$ cat src/rtl/fp_resv_pkg.sv
package fp_resv_pkg;
  localparam int unsigned RESV_REGS   = 52;
  localparam int unsigned RESV_ADDR_W = 6;
  localparam int unsigned RESV_LAT    = 3;
  localparam int unsigned RESV_SPAN   = 1 << RESV_ADDR_W;

  typedef logic [RESV_ADDR_W-1:0] reg_idx_t;

  typedef struct packed {
    logic     vld;
    reg_idx_t idx;
  } retire_ent_t;
endpackage

$ cat src/rtl/resv_retire_pipe.sv
module resv_retire_pipe
  import fp_resv_pkg::*;
#(
  parameter int unsigned LATENCY = RESV_LAT
) (
  input  logic     clk_i,
  input  logic     rst_ni,
  input  logic     flush_i,
  input  logic     push_i,
  input  reg_idx_t push_idx_i,
  output logic     clr_vld_o,
  output reg_idx_t clr_idx_o
);
  localparam int unsigned LAST = LATENCY - 1;

  retire_ent_t stage_q [LATENCY];

  always_ff @(posedge clk_i or negedge rst_ni) begin
    if (!rst_ni) begin
      for (int i = 0; i < LATENCY; i++) stage_q[i] <= '0;
    end else if (flush_i) begin
      for (int i = 0; i < LATENCY; i++) stage_q[i] <= '0;
    end else begin
      stage_q[0] <= '{vld: push_i, idx: push_idx_i};
      for (int i = 1; i < LATENCY; i++) stage_q[i] <= stage_q[i-1];
    end
  end

  // a younger writer of the same register keeps the reservation alive
  logic younger_hit;
  always_comb begin
    younger_hit = 1'b0;
    for (int i = 0; i < LAST; i++) begin
      if (stage_q[i].vld && stage_q[i].idx == stage_q[LAST].idx) younger_hit = 1'b1;
    end
  end

  assign clr_vld_o = stage_q[LAST].vld && !younger_hit;
  assign clr_idx_o = stage_q[LAST].idx;
endmodule

$ cat src/rtl/resv_bit_array.sv
module resv_bit_array
  import fp_resv_pkg::*;
#(
  parameter int unsigned NUM_REGS = RESV_REGS
) (
  input  logic                clk_i,
  input  logic                rst_ni,
  input  logic                flush_i,
  input  logic                set_vld_i,
  input  reg_idx_t            set_idx_i,
  input  logic                clr_vld_i,
  input  reg_idx_t            clr_idx_i,
  output logic [NUM_REGS-1:0] busy_o
);
  for (genvar g = 0; g < NUM_REGS; g++) begin : g_bit
    localparam reg_idx_t MY_IDX = reg_idx_t'(g);
    logic set_hit, clr_hit, bit_q;

    assign set_hit = set_vld_i && set_idx_i == MY_IDX;
    assign clr_hit = clr_vld_i && clr_idx_i == MY_IDX;

    always_ff @(posedge clk_i or negedge rst_ni) begin
      if (!rst_ni)      bit_q <= 1'b0;
      else if (flush_i) bit_q <= 1'b0;
      else if (set_hit) bit_q <= 1'b1;  // set wins over a same-cycle clear
      else if (clr_hit) bit_q <= 1'b0;
    end

    assign busy_o[g] = bit_q;
  end
endmodule

$ cat src/rtl/resv_lookup.sv
module resv_lookup
  import fp_resv_pkg::*;
#(
  parameter int unsigned NUM_REGS = RESV_REGS
) (
  input  logic [NUM_REGS-1:0] busy_i,
  input  logic                req_i,
  input  reg_idx_t            idx_i,
  output logic                hit_o
);
  localparam int unsigned PAD = RESV_SPAN - NUM_REGS;

  logic [RESV_SPAN-1:0] busy_pad;

  if (PAD > 0) begin : g_pad
    assign busy_pad = {{PAD{1'b0}}, busy_i};
  end else begin : g_nopad
    assign busy_pad = busy_i;
  end

  assign hit_o = req_i && busy_pad[idx_i];
endmodule

$ cat src/rtl/fp_resv_scoreboard.sv
module fp_resv_scoreboard
  import fp_resv_pkg::*;
#(
  parameter int unsigned NUM_REGS = RESV_REGS,
  parameter int unsigned LATENCY  = RESV_LAT
) (
  input  logic                   clk_i,
  input  logic                   rst_ni,
  input  logic                   flush_i,
  input  logic                   alu_req_i,
  input  logic [RESV_ADDR_W-1:0] alu_src_a_i,
  input  logic [RESV_ADDR_W-1:0] alu_src_b_i,
  input  logic [RESV_ADDR_W-1:0] alu_dst_i,
  output logic                   alu_stall_o,
  output logic                   alu_issue_o,
  input  logic                   ls_req_i,
  input  logic [RESV_ADDR_W-1:0] ls_reg_i,
  output logic                   ls_stall_o
);
  localparam int unsigned NUM_LOOKUPS = 3;

  logic [NUM_REGS-1:0] busy_w;
  logic                clr_vld;
  reg_idx_t            clr_idx;
  logic                lk_req [NUM_LOOKUPS];
  reg_idx_t            lk_idx [NUM_LOOKUPS];
  logic                lk_hit [NUM_LOOKUPS];

  assign lk_req[0] = alu_req_i;
  assign lk_idx[0] = alu_src_a_i;
  assign lk_req[1] = alu_req_i;
  assign lk_idx[1] = alu_src_b_i;
  assign lk_req[2] = ls_req_i;
  assign lk_idx[2] = ls_reg_i;

  for (genvar g = 0; g < NUM_LOOKUPS; g++) begin : g_lookup
    resv_lookup #(.NUM_REGS(NUM_REGS)) u_lookup (
      .busy_i (busy_w),
      .req_i  (lk_req[g]),
      .idx_i  (lk_idx[g]),
      .hit_o  (lk_hit[g])
    );
  end

  assign alu_stall_o = lk_hit[0] || lk_hit[1];
  assign ls_stall_o  = lk_hit[2];
  assign alu_issue_o = alu_req_i && !alu_stall_o && !flush_i;

  resv_retire_pipe #(.LATENCY(LATENCY)) u_pipe (
    .clk_i      (clk_i),
    .rst_ni     (rst_ni),
    .flush_i    (flush_i),
    .push_i     (alu_issue_o),
    .push_idx_i (alu_dst_i),
    .clr_vld_o  (clr_vld),
    .clr_idx_o  (clr_idx)
  );

  resv_bit_array #(.NUM_REGS(NUM_REGS)) u_bits (
    .clk_i     (clk_i),
    .rst_ni    (rst_ni),
    .flush_i   (flush_i),
    .set_vld_i (alu_issue_o),
    .set_idx_i (alu_dst_i),
    .clr_vld_i (clr_vld),
    .clr_idx_i (clr_idx),
    .busy_o    (busy_w)
  );
endmodule

$ cat config.mk
export PLATFORM = sky130hd
export DESIGN_NAME = fp_resv_scoreboard
export DESIGN_NICKNAME = d
export VERILOG_FILES = /design/src/rtl/fp_resv_pkg.sv /design/src/rtl/resv_retire_pipe.sv /design/src/rtl/resv_bit_array.sv /design/src/rtl/resv_lookup.sv /design/src/rtl/fp_resv_scoreboard.sv
export SDC_FILE = /design/constraint.sdc
export NUM_CORES = 1
export LEC_CHECK = 0
export ABC_AREA = 1
export BUFFER_PORTS_ARGS = -buffer_cell sky130_fd_sc_hd__buf_2
export CORE_MARGIN = 5
export CORE_UTILIZATION = 60
export CTS_CLUSTER_SIZE = 14
export DETAILED_ROUTE_END_ITERATION = 8
export GPL_TIMING_DRIVEN = 0
export MAX_ROUTING_LAYER = met4
export PLACE_DENSITY = 0.86
export SLEW_MARGIN = 10
export SYNTH_ARGS = -nofsm -noshare
export SYNTH_HDL_FRONTEND = slang
export SYNTH_SLANG_ARGS = --single-unit
$ cat constraint.sdc
create_clock -name clk_i -period 2.1 [get_ports clk_i]
set_clock_uncertainty 0.1 [all_clocks]
set_input_delay 0.21 -clock clk_i [delete_from_list [all_inputs] [get_ports clk_i]]
set_output_delay 0.21 -clock clk_i [all_outputs]
set_load 0.02 [all_outputs]
==> impl_results.html, run 1 <==
<table>
<tr><th>Metric</th><th>Value</th></tr>
<tr><th colspan="2">Global routing</th></tr>
<tr><td>Wire length of the first global-routing pass</td><td>34160 um</td></tr>
<tr><td>Total routing usage reported by global routing</td><td>39.62%</td></tr>
<tr><td>Initial antenna violation count</td><td>0</td></tr>
<tr><td>Final global-route overflow total</td><td>0</td></tr>
<tr><td>Maximum number of pins on one net before global-route repair</td><td>51</td></tr>
<tr><td>Number of global-route vias before repair</td><td>between 6000 and 7000</td></tr>
<tr><th colspan="2">Place</th></tr>
<tr><td>Number of placed instances with taps included</td><td>1151</td></tr>
<tr><td>Count of input and output buffers</td><td>28</td></tr>
<tr><td>HPWL after DPL</td><td>17040 um</td></tr>
<tr><td>Final weighted congestion of routability-driven global placement</td><td>1.146</td></tr>
<tr><th colspan="2">Timing</th></tr>
<tr><td>Total setup violations reported at the end of the flow</td><td>3</td></tr>
<tr><td>Time the final worst path needs with I/O delays and setup</td><td>approximately 2.2 ns</td></tr>
<tr><td>Final hold viol count</td><td>0</td></tr>
<tr><td>Slew at the pin closest to its max-slew limit</td><td>0.6069 ns</td></tr>
<tr><td>RSZ-0062 raised after global routing</td><td>yes</td></tr>
<tr><td>Maximum frequency from static timing analysis</td><td>444.8 MHz</td></tr>
<tr><td>Final number of max-transition violations</td><td>0</td></tr>
<tr><td>Headroom to the max-slew limit</td><td>59.54%</td></tr>
<tr><td>Tcrit/Tclk final</td><td>107.1%</td></tr>
<tr><td>Final worst-path setup slack</td><td>-0.1481 ns</td></tr>
<tr><th colspan="2">Finish</th></tr>
<tr><td>Post-route insts no fill</td><td>approximately 1200</td></tr>
<tr><td>Final net count</td><td>1073</td></tr>
<tr><td>Ant diodes</td><td>0</td></tr>
<tr><td>Core occupancy in the finished layout</td><td>69.11%</td></tr>
<tr><td>Fraction of layout cells with a size suffix above 1</td><td>13.93%</td></tr>
<tr><td>Synthesis-to-layout area growth</td><td>12.92%</td></tr>
<tr><td>Number of fill cells in the layout</td><td>~940</td></tr>
<tr><td>Seq. cell area</td><td>1829 um2</td></tr>
<tr><td>Area of the multi-input gates</td><td>3402 um2</td></tr>
<tr><th colspan="2">Route</th></tr>
<tr><td>Final antenna-violating net count</td><td>0</td></tr>
<tr><td>Remaining DRCs</td><td>0</td></tr>
<tr><td>DR vias/cell</td><td>6.048</td></tr>
<tr><td>Detailed Route WL</td><td>22240 um</td></tr>
<tr><td>DRC violation total after the first TritonRoute iteration</td><td>around 820</td></tr>
<tr><td>First-pass DRT Iterations</td><td>6</td></tr>
<tr><td>Vias</td><td>approximately 7100</td></tr>
<tr><td>Average detailed-routed wire length per instance</td><td>about 19 um</td></tr>
<tr><th colspan="2">Floorplan</th></tr>
<tr><td>Effective utilization at floorplan</td><td>61.20%</td></tr>
<tr><td>Die Width</td><td>109.4 um</td></tr>
<tr><td>Vert. Die Dim</td><td>around 110 um</td></tr>
<tr><td>Core Footprint</td><td>between 9000 and 10000 um2</td></tr>
<tr><td>Number of core rows</td><td>36</td></tr>
<tr><td>Die area</td><td>11970 um2</td></tr>
<tr><td>I/O pin cnt</td><td>32</td></tr>
<tr><th colspan="2">Setup path</th></tr>
<tr><td>Reg-to-reg endpoint</td><td>u_bits.g_bit[13].bit_q</td></tr>
<tr><td>Cell count of the worst reg-to-reg path</td><td>15</td></tr>
<tr><td>Worst setup endpoint</td><td>alu_stall_o</td></tr>
<tr><td>Master of the slowest instance on the critical path</td><td>dfrtp_1</td></tr>
<tr><td>Start point of the critical path</td><td>u_bits.g_bit[39].bit_q</td></tr>
<tr><td>R2R Path Start</td><td>u_bits.g_bit[38].bit_q</td></tr>
<tr><td>Data arrival time of the worst path</td><td>1.94 ns</td></tr>
<tr><td>Critical Path Most Common Cell</td><td>nand2_1</td></tr>
<tr><td>Kind of capture point of the worst setup path</td><td>output port</td></tr>
<tr><td>Kind of launch point of the worst setup path</td><td>register</td></tr>
<tr><td>Minimum setup slack among reg-to-reg paths</td><td>around 0.05 ns</td></tr>
<tr><td>Required time of the worst setup path</td><td>1.79 ns</td></tr>
<tr><td>Crit-path max FO</td><td>4</td></tr>
<tr><td>Chain of cells forming the critical path</td><td>inv_2 &gt; nand2_1 &gt; nand3_1 &gt; nand2_1 &gt; nand2_1 &gt; nand2_1 &gt; inv_2 &gt; nand2_1 &gt; nand2_1 &gt; nand2_2 &gt; nand2_4 &gt; buf_6 &gt; a21oi_4 &gt; buf_6</td></tr>
<tr><td>Category of the most critical setup path</td><td>reg -&gt; out</td></tr>
<tr><td>Slowest cell delay on critical path</td><td>around 0.42 ns</td></tr>
<tr><th colspan="2">Worst hold path</th></tr>
<tr><td>Hold crit path type</td><td>in -&gt; reg</td></tr>
<tr><th colspan="2">Outcome</th></tr>
<tr><td>Run status</td><td>finished with violations</td></tr>
<tr><td>Failing checks</td><td>negative setup slack</td></tr>
<tr><th colspan="2">Clock network</th></tr>
<tr><td>Root buffer cell</td><td>clkbuf_8</td></tr>
<tr><td>Worst-Skew Late Latency</td><td>0.37 ns</td></tr>
<tr><td>CTS tree</td><td>yes</td></tr>
<tr><td>Max Root-Sink Buffers</td><td>2</td></tr>
<tr><td>CTS buffer count</td><td>9</td></tr>
<tr><td>Maximum level of the CTS H-tree</td><td>3</td></tr>
<tr><td>Clk slew on worst S/H paths</td><td>around 0.09 ns</td></tr>
<tr><td>TritonCTS Sinks</td><td>73</td></tr>
<tr><th colspan="2">Yosys</th></tr>
<tr><td>Number of synthesized register bits</td><td>73</td></tr>
<tr><td>Post-Synthesis Cells</td><td>989</td></tr>
<tr><td>Number of nets produced by synthesis</td><td>1018</td></tr>
<tr><td>Synthesized cell area</td><td>5927 um2</td></tr>
<tr><td>Distinct cells, synth</td><td>29</td></tr>
<tr><td>Count of synthesis-stage warnings from yosys</td><td>0</td></tr>
<tr><td>Syn Area/Cell</td><td>5.993 um2</td></tr>
<tr><td>Proportion of synthesized chip area in sequential cells</td><td>30.82%</td></tr>
<tr><th colspan="2">Job</th></tr>
<tr><td>Reported max-cap violation count</td><td>0</td></tr>
<tr><th colspan="2">Pwr</th></tr>
<tr><td>Power density cells</td><td>507.2 nW/um2</td></tr>
<tr><td>Maximum VDD drop</td><td>0.0003897 V</td></tr>
<tr><td>Leakage</td><td>between 3 and 4 nW</td></tr>
</table>
==> power breakdown <==
group	switching (mW)	internal (mW)	leakage, nW	total (mW)
logic	0.479	0.241	2.19	0.720
clock network	0.569	0.668	0.105	1.24
registers	0.0145	1.42	1.00	1.44
==> layer usage <==
metal  GRT usage (%)  part of all wire [%]
met4           19.15                   6.1
met1           51.59                    39
met5               -                     0
met2           59.33                    43
met3           7.810                    12
==> worst min path at each step <==
| stage | from | slack, ns | endpoint | cells past startpoint |
|---|---|---|---|---|
| finish | alu_dst_i[5] | 0.01 | u_pipe.stage_q[19] | 3 |
| global route | alu_dst_i[5] | 0.04 | u_pipe.stage_q[19] | 3 |
| CTS | alu_dst_i[1] | 0.004 | u_pipe.stage_q[15] | 3 |
| detailed placement | rst_ni | 0.03 | u_pipe.clr_idx_o[2] | 1 |
| global placement | u_pipe.stage_q[20] | 0.35 | u_pipe.stage_q[13] | 2 |
| floorplan | rst_ni | -0.19 | u_bits.g_bit[0].bit_q | 0 |
==> cells in the final DEF (no fill, tap or decap), types with 3 or more instances in the layout <==
| master | Yosys | routed |
|---|---|---|
| clkbuf_1 | 29 | 21 |
| o21ai_1 | 4 | 7 |
| nand3_2 | 0 | 4 |
| nand2_2 | 0 | 5 |
| o21ai_0 | 29 | 26 |
| nand4_1 | 53 | 53 |
| nand3_1 | 115 | 111 |
| o211ai_1 | 15 | 15 |
| clkbuf_2 | 0 | 7 |
| inv_1 | 97 | 72 |
| nand2_1 | 279 | 274 |
| a31oi_1 | 3 | 3 |
| buf_4 | 2 | 15 |
| buf_6 | 17 | 20 |
| nor2_1 | 204 | 203 |
| clkinv_4 | 0 | 3 |
| clkbuf_8 | 0 | 9 |
| a21oi_1 | 31 | 28 |
| o22ai_1 | 5 | 5 |
| buf_2 | 14 | 39 |
| inv_2 | 3 | 28 |
| dfrtp_1 | 73 | 71 |
==> critical path: cells and delay by family (launching register included) <==
| family | cells | cell delay [ns] |
|---|---|---|
| simple gates | 9 | 0.67 |
| flops | 1 | 0.42 |
| buf+inv | 4 | 0.38 |
| compound gates | 1 | 0.11 |
==> sequential cells by signal (all words and copies together) (netlist names) <==
name,cells
u_pipe.stage_q,15
u_bits.g_bit.bit_q,52
u_pipe.clr_idx_o,6
==> metrics by stage <==
step | hold slack, ns | area (um2) | TNS (ns) | power (mW) | worst slack [ns]
6_report | 0.01060 | 6693 | -0.2947 | 3.394 | -0.1481
4_1_cts | 0.003979 | 6595 | -0.1762 | 3.348 | -0.09745
3_3_place_gp | 0.3537 | 6233 | -0.1589 | 2.096 | -0.1219
5_1_grt | 0.03698 | 6693 | -0.4937 | 3.513 | -0.2208
2_1_floorplan | -0.1856 | 5927 | 0 | 1.896 | 0.2633
3_5_place_dp | 0.03145 | 6264 | -0.2016 | 2.107 | -0.1097
==> cell type report <==
class | count | share of cell area [%]
multi-input combinational | 754 | 50.83
sequential | 73 | 27.33
buffer | 62 | 5.945
inverter | 100 | 5.609
timing repair buffer | 44 | 4.543
tap | 133 | 2.486
clock buffer | 9 | 1.851
clock inverter | 6 | 1.402
==> Yosys cell counts <==
library cell	number	area share [%]
xnor2_1	2	0.30
o211ai_2	1	0.21
o21ai_1	4	0.34
clkbuf_1	29	1.8
a21boi_0	1	0.13
buf_6	17	3.2
o22ai_1	5	0.53
nand4_1	53	5.6
nand2_4	2	0.38
buf_2	14	1.2
inv_1	97	6.1
o2111ai_1	2	0.30
buf_4	2	0.25
a31oi_1	3	0.32
o21a_1	2	0.25
a21boi_1	1	0.13
o221ai_1	1	0.15
nor2_1	204	13
dfrtp_1	73	31
a211oi_1	1	0.13
o21ai_0	29	2.4
and3_1	1	0.11
inv_2	3	0.19
a21oi_1	31	2.6
xor2_1	1	0.15
nor3_1	1	0.084
nand3_1	115	9.7
nand2_1	279	18
o211ai_1	15	1.9
==> logic make-up after synthesis <==
| group | count (synthesis) | synth area share (%) |
|---|---|---|
| AND/OR/NAND/NOR | 655 | 46.46 |
| AO/OA/AOI/OAI | 96 | 9.437 |
| flip-flops | 73 | 30.82 |
| buffers and inverters | 162 | 12.83 |
| XOR/XNOR | 3 | 0.4434 |
==> what timing repair did <==
| action | 4_1_cts | 5_1_grt |
|---|---|---|
| endpoints found under the setup margin | 8 | 25 |
| pin swaps | 11 | 12 |
| gates cloned | 0 | 1 |
| hold buffers | 2 | 0 |
| gates resized for setup | 40 | 26 |
| endpoints found under the hold margin | 67 | 0 |
| setup buffers | 6 | 7 |
No activity file was read; power rests on OpenSTA's default activity.
==> inputs of run 2 (changes only) <==
Settings changed: CTS_BUF_LIST set to sky130_fd_sc_hd__clkbuf_16.
==> impl_results.html, run 2 (synthesis results as in run 1) <==
<table>
<tr><th>Metric</th><th>Value</th></tr>
<tr><th colspan="2">Setup path</th></tr>
<tr><td>Minimum setup slack among reg-to-reg paths</td><td>0.03 ns</td></tr>
<tr><td>Category of the most critical setup path</td><td>reg -&gt; out</td></tr>
<tr><td>Crit-path max FO</td><td>4</td></tr>
<tr><td>Kind of launch point of the worst setup path</td><td>register</td></tr>
<tr><td>Kind of capture point of the worst setup path</td><td>output port</td></tr>
<tr><td>Data arrival time of the worst path</td><td>1.88 ns</td></tr>
<tr><td>Required time of the worst setup path</td><td>1.79 ns</td></tr>
<tr><th colspan="2">Route</th></tr>
<tr><td>First-pass DRT Iterations</td><td>9</td></tr>
<tr><td>Detailed Route WL</td><td>22690 um</td></tr>
<tr><td>Average detailed-routed wire length per instance</td><td>19.25 um</td></tr>
<tr><td>Final antenna-violating net count</td><td>0</td></tr>
<tr><td>DRC violation total after the first TritonRoute iteration</td><td>885</td></tr>
<tr><td>DR vias/cell</td><td>slightly above 6</td></tr>
<tr><td>Remaining DRCs</td><td>0</td></tr>
<tr><td>Vias</td><td>between 7000 and 8000</td></tr>
<tr><th colspan="2">Finish</th></tr>
<tr><td>Number of flip-flops under the largest register name</td><td>52</td></tr>
<tr><td>Area of the multi-input gates</td><td>3403 um2</td></tr>
<tr><td>Seq. cell area</td><td>1829 um2</td></tr>
<tr><td>Core occupancy in the finished layout</td><td>70.01%</td></tr>
<tr><td>Fraction of layout cells with a size suffix above 1</td><td>between 10 and 15%</td></tr>
<tr><td>Number of fill cells in the layout</td><td>913</td></tr>
<tr><td>Synthesis-to-layout area growth</td><td>14.40%</td></tr>
<tr><td>Most common library cell in the layout ignoring fill and taps</td><td>nand2_1</td></tr>
<tr><td>Final net count</td><td>1071</td></tr>
<tr><td>Register with the most flip-flops</td><td>u_bits.g_bit.bit_q</td></tr>
<tr><td>Leading cell types in the layout, fill and taps excluded</td><td>271 x nand2_1, 203 x nor2_1, 114 x nand3_1</td></tr>
<tr><td>Ant diodes</td><td>0</td></tr>
<tr><th colspan="2">Clock network</th></tr>
<tr><td>CTS tree</td><td>yes</td></tr>
<tr><td>Maximum level of the CTS H-tree</td><td>3</td></tr>
<tr><td>Max Root-Sink Buffers</td><td>2</td></tr>
<tr><td>Clk slew on worst S/H paths</td><td>roughly 0.06 ns</td></tr>
<tr><td>CTS buffer count</td><td>9</td></tr>
<tr><td>Root buffer cell</td><td>clkbuf_16</td></tr>
<tr><td>TritonCTS Sinks</td><td>73</td></tr>
<tr><td>Worst-Skew Late Latency</td><td>0.35 ns</td></tr>
<tr><th colspan="2">Global routing</th></tr>
<tr><td>Initial antenna violation count</td><td>0</td></tr>
<tr><td>Maximum number of pins on one net before global-route repair</td><td>51</td></tr>
<tr><td>Number of global-route vias before repair</td><td>6468</td></tr>
<tr><td>Total routing usage reported by global routing</td><td>40.31%</td></tr>
<tr><td>Final global-route overflow total</td><td>0</td></tr>
<tr><td>Wire length of the first global-routing pass</td><td>34760 um</td></tr>
<tr><th colspan="2">Timing</th></tr>
<tr><td>Final worst-path setup slack</td><td>-0.08713 ns</td></tr>
<tr><td>Time the final worst path needs with I/O delays and setup</td><td>roughly 2.2 ns</td></tr>
<tr><td>Headroom to the max-slew limit</td><td>between 50% and 60%</td></tr>
<tr><td>RSZ-0062 raised after global routing</td><td>yes</td></tr>
<tr><td>Slew at the pin closest to its max-slew limit</td><td>0.6077 ns</td></tr>
<tr><td>Total setup violations reported at the end of the flow</td><td>2</td></tr>
<tr><td>Final hold viol count</td><td>0</td></tr>
<tr><td>Maximum frequency from static timing analysis</td><td>457.2 MHz</td></tr>
<tr><td>Final number of max-transition violations</td><td>0</td></tr>
<tr><td>Tcrit/Tclk final</td><td>104.1%</td></tr>
<tr><td>Setup TNS</td><td>-0.1699 ns</td></tr>
<tr><th colspan="2">Floorplan</th></tr>
<tr><td>Vert. Die Dim</td><td>109.4 um</td></tr>
<tr><td>Effective utilization at floorplan</td><td>~61%</td></tr>
<tr><td>Core Footprint</td><td>approximately 9700 um2</td></tr>
<tr><td>Number of core rows</td><td>36</td></tr>
<tr><td>Die Width</td><td>109.4 um</td></tr>
<tr><td>I/O pin cnt</td><td>32</td></tr>
<tr><td>Die area</td><td>11970 um2</td></tr>
<tr><th colspan="2">Place</th></tr>
<tr><td>Final weighted congestion of routability-driven global placement</td><td>1.146</td></tr>
<tr><td>HPWL after DPL</td><td>approximately 17000 um</td></tr>
<tr><td>Count of input and output buffers</td><td>28</td></tr>
<tr><th colspan="2">Outcome</th></tr>
<tr><td>Failing checks</td><td>negative setup slack</td></tr>
<tr><td>Run status</td><td>finished with violations</td></tr>
<tr><th colspan="2">Pwr</th></tr>
<tr><td>Power, Total</td><td>between 3 and 4 mW</td></tr>
<tr><td>Power density cells</td><td>564.8 nW/um2</td></tr>
<tr><td>Leakage</td><td>~3.3 nW</td></tr>
<tr><td>Maximum VDD drop</td><td>0.0004272 V</td></tr>
<tr><th colspan="2">Worst hold path</th></tr>
<tr><td>Hold crit path type</td><td>in -&gt; reg</td></tr>
<tr><th colspan="2">Job</th></tr>
<tr><td>Reported max-cap violation count</td><td>0</td></tr>
</table>
## run 2: changes by cell type in the layout (fill, tap and decap cells not counted), moves of 3 or more
cell / before / now
clkbuf_16: 0 / 9
clkbuf_8: 9 / 0
inv_1: 72 / 75
inv_2: 28 / 25
nand2_1: 274 / 271
nand2_2: 5 / 8
nand3_1: 111 / 114
nand3_2: 4 / 1
## run 2: area by class of cell
type,count,area share (%)
Clock inverter,6,1.384
Inverter,100,5.536
Clock buffer,9,3.322
Buffer,62,5.905
Timing Repair Buffer,42,4.226
Tap cell,133,2.454
Multi-Input combinational cell,754,50.19
Sequential cell,73,26.98
## run 2: through the flow
| stage | worst slack (ns) | instances | instance area (um2) | hold WS [ns] |
|---|---|---|---|---|
| after floorplan | 0.2633 | 989 | 5927 | -0.1856 |
| after global placement | -0.1219 | 1150 | 6233 | 0.3537 |
| after detailed placement | -0.1097 | 1151 | 6264 | 0.03145 |
| after CTS | -0.09305 | 1174 | 6686 | 0.03008 |
| after global routing | -0.1808 | 1179 | 6780 | 0.04750 |
| final | -0.08713 | 1179 | 6780 | 0.03348 |
## run 2: worst paths after layout
path / startpoint / end / cells after the start
worst max-delay path: u_bits.g_bit[32].bit_q / alu_issue_o / 12
worst min-delay path: alu_dst_i[0] / u_pipe.stage_q[14] / 3
worst max register to register: u_bits.g_bit[44].bit_q / u_bits.g_bit[33].bit_q / 13
worst min register to register: u_pipe.stage_q[20] / u_pipe.stage_q[13] / 2
max in group asynchronous: rst_ni / u_bits.g_bit[44].bit_q / 3
min in group asynchronous: rst_ni / u_pipe.clr_idx_o[4] / 2
## run 2: layer usage
layer	up-vias	wire, um	track usage (%)
met1	3182	8630	51.52
li1	3285	-	-
met2	567	9805	60.29
met4	0	1508	21.91
met3	126	2749	7.986
met5	-	0	-
## run 2: repair_timing
item                       CTS  global route
cloned                       0             1
setup endpoints to repair    8            43
pin swaps                    7            12
resized for setup           24            43
setup buffers                7             5
hold buffers                 1             0
hold endpoints to repair    23             0
## run 2: power by group
part | switching, mW | internal, mW | total, mW | leakage, nW
sequential | 0.0158 | 1.43 | 1.44 | 1.00
clock | 0.627 | 1.04 | 1.67 | 0.152
combinational | 0.483 | 0.239 | 0.723 | 2.18
## run 2: worst max-delay path, stage by stage, from the launching register on
cell and delay (ns):
dfrtp_1 0.40, buf_6 0.13, o211ai_1 0.15, nand2_1 0.07
nand2_1 0.06, nand2_1 0.06, inv_2 0.06, nand2_2 0.05
nand2_2 0.06, nand2_2 0.06, nand2_4 0.13, and3_4 0.21
buf_6 0.12
